**src/rtl/gpio_irq_pkg.sv**
```systemverilog
package gpio_irq_pkg;
  localparam int ADDR_W = 4;

  typedef enum logic [ADDR_W-1:0] {
    A_IEN_SET   = 4'h0,
    A_IEN_CLR   = 4'h1,
    A_IMASK     = 4'h2,
    A_STATUS    = 4'h3,
    A_MODE_SET  = 4'h4,
    A_MODE_CLR  = 4'h5,
    A_MODE      = 4'h6,
    A_SEL_EDGE  = 4'h7,
    A_SEL_LEVEL = 4'h8,
    A_LEVEL     = 4'h9,
    A_SEL_FALL  = 4'hA,
    A_SEL_RISE  = 4'hB,
    A_POL       = 4'hC
  } reg_addr_e;
endpackage

```
**src/rtl/setclr_reg.sv**
```systemverilog
module setclr_reg #(
  parameter int W = 32
) (
  input  logic         clk_i,
  input  logic         rst_ni,
  input  logic         set_i,
  input  logic         clr_i,
  input  logic [W-1:0] data_i,
  output logic [W-1:0] q_o
);
  always_ff @(posedge clk_i or negedge rst_ni) begin
    if (!rst_ni)    q_o <= '0;
    else if (set_i) q_o <= q_o | data_i;
    else if (clr_i) q_o <= q_o & ~data_i;
  end
endmodule

```
**src/rtl/gpio_irq_pin.sv**
```systemverilog
module gpio_irq_pin (
  input  logic clk_i,
  input  logic rst_ni,
  input  logic pin_i,
  input  logic mode_i,
  input  logic level_i,
  input  logic pol_i,
  output logic prev_o,
  output logic hit_o
);
  logic rise, fall, ext_hit;

  always_ff @(posedge clk_i or negedge rst_ni) begin
    if (!rst_ni) prev_o <= 1'b0;
    else         prev_o <= pin_i;
  end

  assign rise = pin_i & ~prev_o;
  assign fall = ~pin_i & prev_o;

  always_comb begin
    if (level_i) ext_hit = pol_i ? pin_i : ~pin_i;
    else         ext_hit = pol_i ? rise : fall;
  end

  assign hit_o = mode_i ? ext_hit : (rise | fall);
endmodule

```
**src/rtl/gpio_irq_status.sv**
```systemverilog
module gpio_irq_status #(
  parameter int W = 32
) (
  input  logic         clk_i,
  input  logic         rst_ni,
  input  logic [W-1:0] hit_i,
  input  logic         clr_i,
  output logic [W-1:0] status_o
);
  // new hits win over the clear of the same cycle
  always_ff @(posedge clk_i or negedge rst_ni) begin
    if (!rst_ni) status_o <= '0;
    else         status_o <= (clr_i ? '0 : status_o) | hit_i;
  end
endmodule

```
**src/rtl/gpio_irq_detect.sv**
```systemverilog
module gpio_irq_detect
  import gpio_irq_pkg::*;
#(
  parameter int N_PINS = 32
) (
  input  logic              clk_i,
  input  logic              rst_ni,
  input  logic              req_i,
  input  logic              we_i,
  input  logic [ADDR_W-1:0] addr_i,
  input  logic [N_PINS-1:0] wdata_i,
  output logic [N_PINS-1:0] rdata_o,
  input  logic [N_PINS-1:0] pin_i,
  output logic              irq_o
);
  logic wr_en, rd_en, rd_status;
  logic [N_PINS-1:0] mask_q, mode_q, level_q, pol_q, status_q, prev_q, hit;

  assign wr_en     = req_i & we_i;
  assign rd_en     = req_i & ~we_i;
  assign rd_status = rd_en && (addr_i == A_STATUS);

  setclr_reg #(.W(N_PINS)) u_mask (
    .clk_i, .rst_ni,
    .set_i (wr_en && addr_i == A_IEN_SET),
    .clr_i (wr_en && addr_i == A_IEN_CLR),
    .data_i(wdata_i), .q_o(mask_q));

  setclr_reg #(.W(N_PINS)) u_mode (
    .clk_i, .rst_ni,
    .set_i (wr_en && addr_i == A_MODE_SET),
    .clr_i (wr_en && addr_i == A_MODE_CLR),
    .data_i(wdata_i), .q_o(mode_q));

  setclr_reg #(.W(N_PINS)) u_level (
    .clk_i, .rst_ni,
    .set_i (wr_en && addr_i == A_SEL_LEVEL),
    .clr_i (wr_en && addr_i == A_SEL_EDGE),
    .data_i(wdata_i), .q_o(level_q));

  setclr_reg #(.W(N_PINS)) u_pol (
    .clk_i, .rst_ni,
    .set_i (wr_en && addr_i == A_SEL_RISE),
    .clr_i (wr_en && addr_i == A_SEL_FALL),
    .data_i(wdata_i), .q_o(pol_q));

  for (genvar i = 0; i < N_PINS; i++) begin : g_pin
    gpio_irq_pin u_pin (
      .clk_i, .rst_ni,
      .pin_i  (pin_i[i]),
      .mode_i (mode_q[i]),
      .level_i(level_q[i]),
      .pol_i  (pol_q[i]),
      .prev_o (prev_q[i]),
      .hit_o  (hit[i]));
  end

  gpio_irq_status #(.W(N_PINS)) u_status (
    .clk_i, .rst_ni,
    .hit_i   (hit),
    .clr_i   (rd_status),
    .status_o(status_q));

  always_comb begin
    rdata_o = '0;
    if (rd_en) begin
      case (addr_i)
        A_IMASK:  rdata_o = mask_q;
        A_STATUS: rdata_o = status_q;
        A_MODE:   rdata_o = mode_q;
        A_LEVEL:  rdata_o = level_q;
        A_POL:    rdata_o = pol_q;
        default:  rdata_o = '0;
      endcase
    end
  end

  assign irq_o = |(status_q & mask_q);
endmodule

```
**config.mk**
```make
export PLATFORM = sky130hd
export DESIGN_NAME = gpio_irq_detect
export DESIGN_NICKNAME = d
export VERILOG_FILES = /design/src/rtl/gpio_irq_pkg.sv /design/src/rtl/setclr_reg.sv /design/src/rtl/gpio_irq_pin.sv /design/src/rtl/gpio_irq_status.sv /design/src/rtl/gpio_irq_detect.sv
export SDC_FILE = /design/constraint.sdc
export NUM_CORES = 1
export LEC_CHECK = 0
export ABC_CLOCK_PERIOD_IN_PS = 3200
export BUFFER_PORTS_ARGS = -buffer_cell sky130_fd_sc_hd__buf_2
export CELL_PAD_IN_SITES_DETAIL_PLACEMENT = 0
export CELL_PAD_IN_SITES_GLOBAL_PLACEMENT = 1
export CORE_MARGIN = 3
export CORE_UTILIZATION = 41
export DETAILED_ROUTE_END_ITERATION = 6
export MAX_ROUTING_LAYER = met4
export PLACE_DENSITY = 0.78
export SETUP_SLACK_MARGIN = 0.05
export SLEW_MARGIN = 10
export SYNTH_ARGS = -nofsm -noshare
export SYNTH_HDL_FRONTEND = slang
export SYNTH_SLANG_ARGS = --single-unit
```
**constraint.sdc**
```tcl
create_clock -name clk_i -period 3.2 [get_ports clk_i]
set_input_delay 0.64 -clock clk_i [delete_from_list [all_inputs] [get_ports clk_i]]
set_output_delay 0.64 -clock clk_i [all_outputs]
set_load 0.02 [all_outputs]
```
==> results of run 1 <==
-- where the power goes --
group	switching, mW	internal [mW]	total (mW)
combinational	0.471	0.462	0.933
clock	1.03	1.18	2.21
sequential	0.401	2.79	3.19
total	1.91	4.43	6.34
-- stage by stage --
| step | setup WS [ps] | instance area (um2) | util (%) | power (mW) | hold WS [ps] |
|---|---|---|---|---|---|
| after CTS | 283 | 11900 | 48.5 | 6.40 | 245 |
| final | 312 | 11900 | 48.5 | 6.34 | 201 |
| after global placement | 304 | 11300 | 46.0 | 4.13 | 507 |
| after floorplan | 579 | 10300 | - | 3.74 | 344 |
| after detailed placement | 281 | 11300 | 46.0 | 4.17 | 499 |
| after global routing | 175 | 11900 | 48.5 | 6.68 | 266 |
-- critical path, stage by stage --
cell and delay [ps]:
buf_2 260, nand2b_1 230, nor3b_4 270, buf_12 260, a222oi_1 140, a21oi_1 230
buf_2 210
-- path summary, 6_finish.rpt --
path                                         from                    endpoint  slack (ps)  depth (start not counted)
max                                     addr_i[3]                  rdata_o[0]         310                          7
min                                        rst_ni       g_pin[1].u_pin.prev_o         200                          1
max reg2reg                g_pin[11].u_pin.prev_o       u_status.status_o[11]        1830                          6
min reg2reg                              register       u_status.status_o[25]         510                          1
max in group asynchronous                  rst_ni  asynchronous set/reset pin        2230                          2
min in group clk_i                      pin_i[26]      g_pin[26].u_pin.prev_o         350                          1
-- routing by layer --
| metal | part of all wire (%) | routed length [um] | track usage [%] |
|---|---|---|---|
| met5 | 0 | 0 | - |
| met4 | 0.72 | 205 | 4.12 |
| met3 | 6.6 | 1900 | 4.01 |
| met2 | 46 | 13200 | 34.2 |
| met1 | 46 | 13300 | 31.3 |
-- layout by cell type, fill, tap and decap left out, types with 2 or more instances in the layout --
cell type,instances
o21ai_0,36
dfrtp_1,192
inv_8,2
buf_4,23
a221o_1,4
ha_1,64
bufinv_16,2
xor2_1,7
nor2b_1,42
a21oi_1,62
o311ai_0,21
o211ai_1,21
nand2_1,128
clkinv_4,3
inv_6,6
nand3b_4,2
inv_1,98
a222oi_1,32
nor3b_4,2
buf_2,102
buf_12,4
nor3_4,2
a22oi_1,55
clkbuf_16,17
mux2i_1,48
nand2b_1,2
nor2_1,25
nand4_1,4
mux2_2,31
diode_2,3
mux2_1,5
a22o_1,32
a31oi_1,30
-- kinds of logic after synthesis --
family / share of synthesized area [%]
AO/OA/AOI/OAI: 20.3
XOR/XNOR: 0.595
adder cells (fa/ha/maj): 7.77
multiplexers: 8.60
buffers and inverters: 6.10
flip-flops: 46.6
AND/OR/NAND/NOR: 9.97
-- area by class of cell --
cell class,count,area [um2]
Inverter,98,368
Antenna cell,3,7.51
Fill cell,2296,12600
Clock inverter,15,174
Tap cell,324,405
Multi-Input combinational cell,666,4930
Timing Repair Buffer,130,777
Sequential cell,192,4800
Clock buffer,17,425
==> flow_summary.yaml, run 1 <==
sta:
  rsz0062_at_grt: "false"
  period_share_pct: 90.3
  max_slew_margin_pct: 33.8
  period_minus_slack_ps: 2890
  finalSetupViolCount: 0
  clock_skew_ps: 7.99
  slew_viol_final: 0
  fmaxAchievable_mhz: 346
  tightest_slew_ps: 993
  tns_ps: 0
  finalHoldViolations: 0
yosys:
  synth_warnings: 0
  synth_cells: 1012
  ys_types: 38
  synth_edf_count: 0
  syn_avg_cell_area_um2: 10.2
  synth.yosys.seq_area_share_pct: 46.6
  synth_top_area_share_pct: 46.6
  ys_async_sr_fraction_pct: 100
  synthesis.nets: 1148
  synth_largest_area_cell: "dfrtp_1"
  yosysMostFrequentCell: "dfrtp_1"
  synth_area_leaders: "dfrtp_1 47%, ha_1 7.8%, mux2i_1 4.7%, nand2_1 4.7%, a22oi_1 4.0%"
  syn_area_mm2: 0.0103
  ys.flop_type: "dfrtp_1"
  synth_commonest_cells: "192 x dfrtp_1, 128 x nand2_1, 98 x inv_1, 64 x ha_1, 62 x a21oi_1"
  yosys_register_bits: 192
drt:
  via_per_inst: 5.69
  routedWlPerCell_um: 19.8
  dr.pass1.iters: 6
  drtIter0Drc: 735
  vias: 8217
  drc: 0
  wirelength_um: 28600
  antenna_left: 0
flow_run:
  maxCapViolations: 0
cts:
  cts-root-buf: "clkbuf_16"
  clkTransAtPathRegs_ps: 70
  cts_setup_buffers: 0
  hold_buffers: 0
  cts_tree: "built"
  clk_latency_ps: 440
  ctsResizeCount: 0
  cts.path.max_buffers: 2
  cts_buffers: 17
  clock-sinks: 192
  cts_max_level: 4
floorplanning:
  row_count: 57
  core-area_mm2: 0.0245
  dieArea_mm2: 0.0271
  die_h_um: 165
  die_w_um: 165
  io_pins: 105
  start_util_pct: 42.0
global_route:
  antenna_found_initial: 3
  grt_overflow: 0
  grt_pass1_wl_um: 45300
  grt_max_degree: 91
  grt_pass1_vias: 7972
  track_usage_pct: 22.2
hold_path:
  min_path_type: "in2async"
placed_design:
  dp_hpwl_um: 19300
  gp_congestion: 0.819
  dp.cells: 1410
  numPortBuffers: 104
critical_path:
  critical_path_class: "in2out"
  worst_setup_path_end_kind: "output port"
  critPathRequiredTime_ps: 2560
  crit_fanout: 32
  cp-start-kind: "input pin"
  arrival_ps: 2250
finish:
  drive_gt1_share_pct: 18.2
  fin_cells: 1445
  nNetsFinal: 1241
  area_growth_pct: 15.5
power:
  powerDensity_mw_per_mm2: 533
  ir_drop_uv: 317
  power.leakage_nw: 5.71
status:
  status: "finished, final reports clean"
Note: power is estimated with default switching activity, not from simulation.
==> run 2, diff against run 1 <==
--- a/config.mk
+++ b/config.mk
@@ -13,9 +13,10 @@
 export CORE_UTILIZATION = 41
 export DETAILED_ROUTE_END_ITERATION = 6
 export MAX_ROUTING_LAYER = met4
-export PLACE_DENSITY = 0.78
+export PLACE_DENSITY = 0.77
 export SETUP_SLACK_MARGIN = 0.05
 export SLEW_MARGIN = 10
 export SYNTH_ARGS = -nofsm -noshare
 export SYNTH_HDL_FRONTEND = slang
+export SYNTH_HIERARCHICAL = 1
 export SYNTH_SLANG_ARGS = --single-unit
==> flow_summary.yaml, run 2 <==
global_route:
  grt_overflow: 0
  grt_pass1_vias: 8118
  grt_pass1_wl_um: 47600
  antenna_found_initial: 3
  grt_max_degree: 83
  track_usage_pct: 22.0
sta:
  slew_viol_final: 0
  finalSetupViolCount: 0
  tightest_slew_ps: 854
  clock_skew_ps: 8.15
  rsz0062_at_grt: "false"
  period_share_pct: 88.2
  max_slew_margin_pct: 43.0
  fin_hold_ws_ps: 166
  tns_ps: 0
  period_minus_slack_ps: 2820
  fmaxAchievable_mhz: 355
  finalHoldViolations: 0
drt:
  dr.pass1.iters: 7
  drc: 0
  via_per_inst: 5.78
  routedWlPerCell_um: 20.4
  antenna_left: 0
  drtIter0Drc: 792
  vias: 8449
  wirelength_um: 29800
finish:
  fillers: 2347
  area_growth_pct: 13.3
  multi_input_area_mm2: 0.00510
  mostFrequentLayoutCell: "dfrtp_1"
  layout_common_cells: "192 x dfrtp_1, 162 x nand2_1, 128 x inv_1, 128 x a22o_1, 103 x buf_2"
  drive_gt1_share_pct: 18.0
  seqCellArea_mm2: 0.00480
  nNetsFinal: 1251
cts:
  ctsResizeCount: 0
  clkTransAtPathRegs_ps: 70
  cts.path.max_buffers: 2
  cts_tree: "built"
  cts_max_level: 4
  clk_latency_ps: 440
  clock-sinks: 192
  hold_buffers: 0
  cts_setup_buffers: 0
  cts_buffers: 17
  cts-root-buf: "clkbuf_16"
floorplanning:
  start_util_pct: 42.1
  row_count: 58
  core-area_mm2: 0.0255
  dieArea_mm2: 0.0282
  die_h_um: 168
  io_pins: 105
  die_w_um: 168
critical_path:
  critPathRequiredTime_ps: 2560
  arrival_ps: 2180
  crit_fanout: 32
  cp-start-kind: "input pin"
  critical_path_class: "in2out"
  worst_setup_path_end_kind: "output port"
power:
  ir_drop_uv: 302
  powerDensity_mw_per_mm2: 531
  power.leakage_nw: 5.42
yosys:
  yosys.area_share.simple_pct: 9.45
  synth_cells: 1025
  synth-compound-area-share_pct: 30.2
  synth_mux_area_share_pct: 0
  synth_top_area_share_pct: 44.8
  ys.flop_type: "dfrtp_1"
  yosys_register_bits: 192
  synth_xor_area_share_pct: 0
  ys_types: 34
  synth_area_leaders: "dfrtp_1 45%, a22o_1 10%, ha_1 7.5%, nand2_1 5.7%, a311oi_2 4.5%"
  synth_largest_area_cell: "dfrtp_1"
  synth.yosys.seq_area_share_pct: 44.8
  yosysMostFrequentCell: "dfrtp_1"
  synth_warnings: 6
  synth_edf_count: 0
  synthesis.nets: 1161
  syn_avg_cell_area_um2: 10.5
  yosys.area_share.adder_pct: 7.46
  synth_commonest_cells: "192 x dfrtp_1, 162 x nand2_1, 128 x a22o_1, 128 x inv_1, 64 x ha_1"
  synth_top_family_by_area: "compound AO/OA/AOI/OAI gates"
  ys_async_sr_fraction_pct: 100
  syn_area_mm2: 0.0107
placed_design:
  numPortBuffers: 104
  dp_hpwl_um: 18400
  gp_congestion: 0.818
status:
  status: "finished, final reports clean"
flow_run:
  maxCapViolations: 0
hold_path:
  min_path_type: "in2async"
run 2: cell types whose count changed after synthesis, moves of 22 or more:
cell	previous run	this run
a22o_1	32	128
mux2i_1	48	0
nand2_1	128	162
a311oi_2	0	32
o2111a_1	0	32
mux2_2	31	0
a21o_1	0	30
a21oi_1	62	32
a31oi_1	30	0
inv_1	98	128
clkbuf_1	27	2
buf_6	1	23
run 2: cell type report:
cell class,count,area share (%)
Antenna cell,3,0.0617
Sequential cell,192,39.5
Clock buffer,25,4.16
Multi-Input combinational cell,655,41.9
Tap cell,330,3.39
Inverter,129,3.98
Timing Repair Buffer,120,6.16
Clock inverter,7,0.802
run 2: final timing paths:
| check | slack (ps) | endpoint | cells past startpoint | start |
|---|---|---|---|---|
| worst max-delay path | 380 | rdata_o[23] | 7 | addr_i[1] |
| min in group clk_i | 350 | g_pin[30].u_pin/prev_o | 1 | pin_i[30] |
| worst min-delay path | 170 | g_pin[27].u_pin/prev_o | 1 | rst_ni |
| worst min register to register | 510 | u_status/status_o[15] | 1 | u_status/status_o[15] |
| worst max register to register | 1880 | u_status/status_o[21] | 6 | g_pin[21].u_pin/prev_o |
| max in group asynchronous | 2230 | g_pin[14].u_pin/prev_o | 2 | rst_ni |
run 2: power breakdown:
group	internal, mW	switching, mW	leakage (nW)	total (mW)
Clock	1.26	0.931	0.291	2.19
Combinational	0.538	0.514	2.84	1.05
Sequential	2.77	0.441	2.29	3.21
run 2: critical path, stage by stage:
cell and delay, ps:
buf_2 240, nand2_1 220, nor3_4 200, buf_12 260, a222oi_1 140, a21oi_1 240
buf_2 220
run 2: cell families after synthesis:
logic type	Yosys count
buffers and inverters	178
and+or+nand+nor	220
adders and majority gates	64
DFF	192
AOI/OAI and AO/OA	371
run 2: stage by stage:
stage / setup slack, ps / std cells / util, % / total power, mW / instance area [um2]
2_1_floorplan: 737 / 1025 / - / 3.87 / 10700
4_1_cts: 389 / 1458 / 47.7 / 6.51 / 12200
3_3_place_gp: 450 / 1426 / 45.4 / 4.27 / 11600
3_5_place_dp: 390 / 1426 / 45.4 / 4.30 / 11600
5_1_grt: 265 / 1461 / 47.8 / 6.80 / 12200
6_report: 379 / 1461 / 47.8 / 6.46 / 12200
run 2: per-layer routing:
layer / track usage, % / up-vias / part of all wire (%)
li1: - / 3980 / -
met1: 33.0 / 4158 / 48
met2: 31.2 / 285 / 44
met3: 3.47 / 26 / 6.3
met4: 5.83 / 0 / 1.2
met5: - / - / 0
==> run 3, diff against run 2 <==
--- a/config.mk
+++ b/config.mk
@@ -14,6 +14,7 @@
 export DETAILED_ROUTE_END_ITERATION = 6
 export MAX_ROUTING_LAYER = met4
 export PLACE_DENSITY = 0.77
+export REMOVE_ABC_BUFFERS = 1
 export SETUP_SLACK_MARGIN = 0.05
 export SLEW_MARGIN = 10
 export SYNTH_ARGS = -nofsm -noshare
==> flow_summary.yaml, run 3 (same netlist as run 2, synthesis figures left out) <==
cts:
  cts_max_level: 4
  hold_buffers: 0
  cts-root-buf: "clkbuf_16"
  cts.path.max_buffers: 2
  clkTransAtPathRegs_ps: 70
  cts_tree: "built"
  clk_latency_ps: 430
  clock-sinks: 192
  cts_buffers: 17
  cts_setup_buffers: 0
  ctsResizeCount: 0
sta:
  rsz0062_at_grt: "false"
  fmaxAchievable_mhz: 355
  max_slew_margin_pct: 40.1
  period_minus_slack_ps: 2820
  finalHoldViolations: 0
  tightest_slew_ps: 897
  tns_ps: 0
  fin_hold_ws_ps: 239
  fin_ws_ps: 383
  slew_viol_final: 0
  finalSetupViolCount: 0
  period_share_pct: 88.0
  clock_skew_ps: 7.79
status:
  violations: "DRC"
  status: "finished with violations"
placed_design:
  dp_hpwl_um: 17800
  gp_congestion: 0.775
  dpl_worst_slack_ps: 395
  numPortBuffers: 104
floorplanning:
  die_w_um: 168
  io_pins: 105
  start_util_pct: 42.1
  dieArea_mm2: 0.0282
  die_h_um: 168
  core-area_mm2: 0.0255
  row_count: 58
drt:
  via_per_inst: 5.78
  drc: 1
  vias: 8474
  wirelength_um: 29400
  drtIter0Drc: 786
  routedWlPerCell_um: 20.0
  antenna_left: 0
  dr.pass1.iters: 7
power:
  power.leakage_nw: 5.45
  swShare_pct: 29.7
  ir_drop_uv: 298
  power.share.sequential_pct: 49.6
  combPwrFrac_pct: 16.5
  p_clk_share_pct: 33.9
  p_int_mw: 4.53
  powerDensity_mw_per_mm2: 529
  p_switching_mw: 1.92
critical_path:
  arrival_ps: 2180
  critical_path_class: "reg2out"
  crit_fanout: 3
  cp-start-kind: "register"
  critPathRequiredTime_ps: 2560
  worst_setup_path_end_kind: "output port"
  ff2ff_setup_slack_ps: 1900
finish:
  area_growth_pct: 13.6
  nNetsFinal: 1257
  mostFrequentLayoutCell: "dfrtp_1"
  final_util_pct: 47.9
  layout_common_cells: "192 x dfrtp_1, 162 x nand2_1, 128 x inv_1, 128 x a22o_1, 103 x buf_2"
  drive_gt1_share_pct: 18.7
global_route:
  grt_max_degree: 88
  grt_overflow: 0
  track_usage_pct: 21.5
  antenna_found_initial: 3
  grt_pass1_wl_um: 46900
  grt_pass1_vias: 8191
flow_run:
  maxCapViolations: 0
hold_path:
  min_path_type: "in2async"
==> run 3: changes by cell type in the layout (fill, tap and decap cells not counted) <==
cell | previous run | this run
buf_4 | 8 | 15
clkinv_2 | 1 | 3
buf_12 | 8 | 7
clkbuf_1 | 3 | 0
clkinv_4 | 0 | 2
clkbuf_8 | 6 | 4
clkinvlp_4 | 2 | 3
==> run 3: power groups by stage <==
stage	clock network [mW]	registers [mW]	logic [mW]
after floorplan	0	3.10	0.744
after global placement	0	3.23	1.04
after detailed placement	0	3.23	1.07
after CTS	2.22	3.19	1.07
after global routing	2.34	3.26	1.19
final	2.18	3.20	1.07
==> run 3: final cells by class <==
cell class | count | area [um2]
antenna | 3 | 7.51
clock buffer | 20 | 467
clock inverter | 12 | 133
fill | 2355 | 13300
inverter | 129 | 484
multi-input combinational | 655 | 5100
sequential | 192 | 4800
tap | 330 | 413
timing repair buffer | 126 | 782
==> run 3: layer usage <==
layer | routed length (um) | vias up | part of all wire [%] | GRT usage, %
met5 | 0 | - | 0 | -
li1 | - | 4002 | - | -
met2 | 13500 | 278 | 46 | 32.5
met3 | 1850 | 26 | 6.3 | 3.99
met4 | 278 | 0 | 0.95 | 4.23
met1 | 13800 | 4168 | 47 | 30.6
==> run 3: final timing paths <==
kind,start,endpoint,depth (start not counted)
min in group clk_i,pin_i[28],g_pin[28].u_pin/prev_o,1
worst max register to register,g_pin[17].u_pin/prev_o,u_status/status_o[17],6
worst max-delay path,u_status/status_o[25],irq_o,4
worst min-delay path,rst_ni,g_pin[31].u_pin/prev_o,1
max in group asynchronous,rst_ni,g_pin[11].u_pin/prev_o,2
worst min register to register,u_status/status_o[4],u_status/status_o[4],1
==> run 3: stage by stage <==
step | cells | power (mW) | area, um2
after floorplan | 976 | 3.85 | 10300
final | 1467 | 6.45 | 12200
after global routing | 1467 | 6.78 | 12200
after global placement | 1432 | 4.27 | 11600
after detailed placement | 1432 | 4.30 | 11600
after CTS | 1464 | 6.49 | 12200
==> run 3: critical path: stages (launching register included) <==
cell and delay, ps:
dfrtp_1 410, a22oi_1 430, nand4_1 120, or4_1 590, buf_2 190
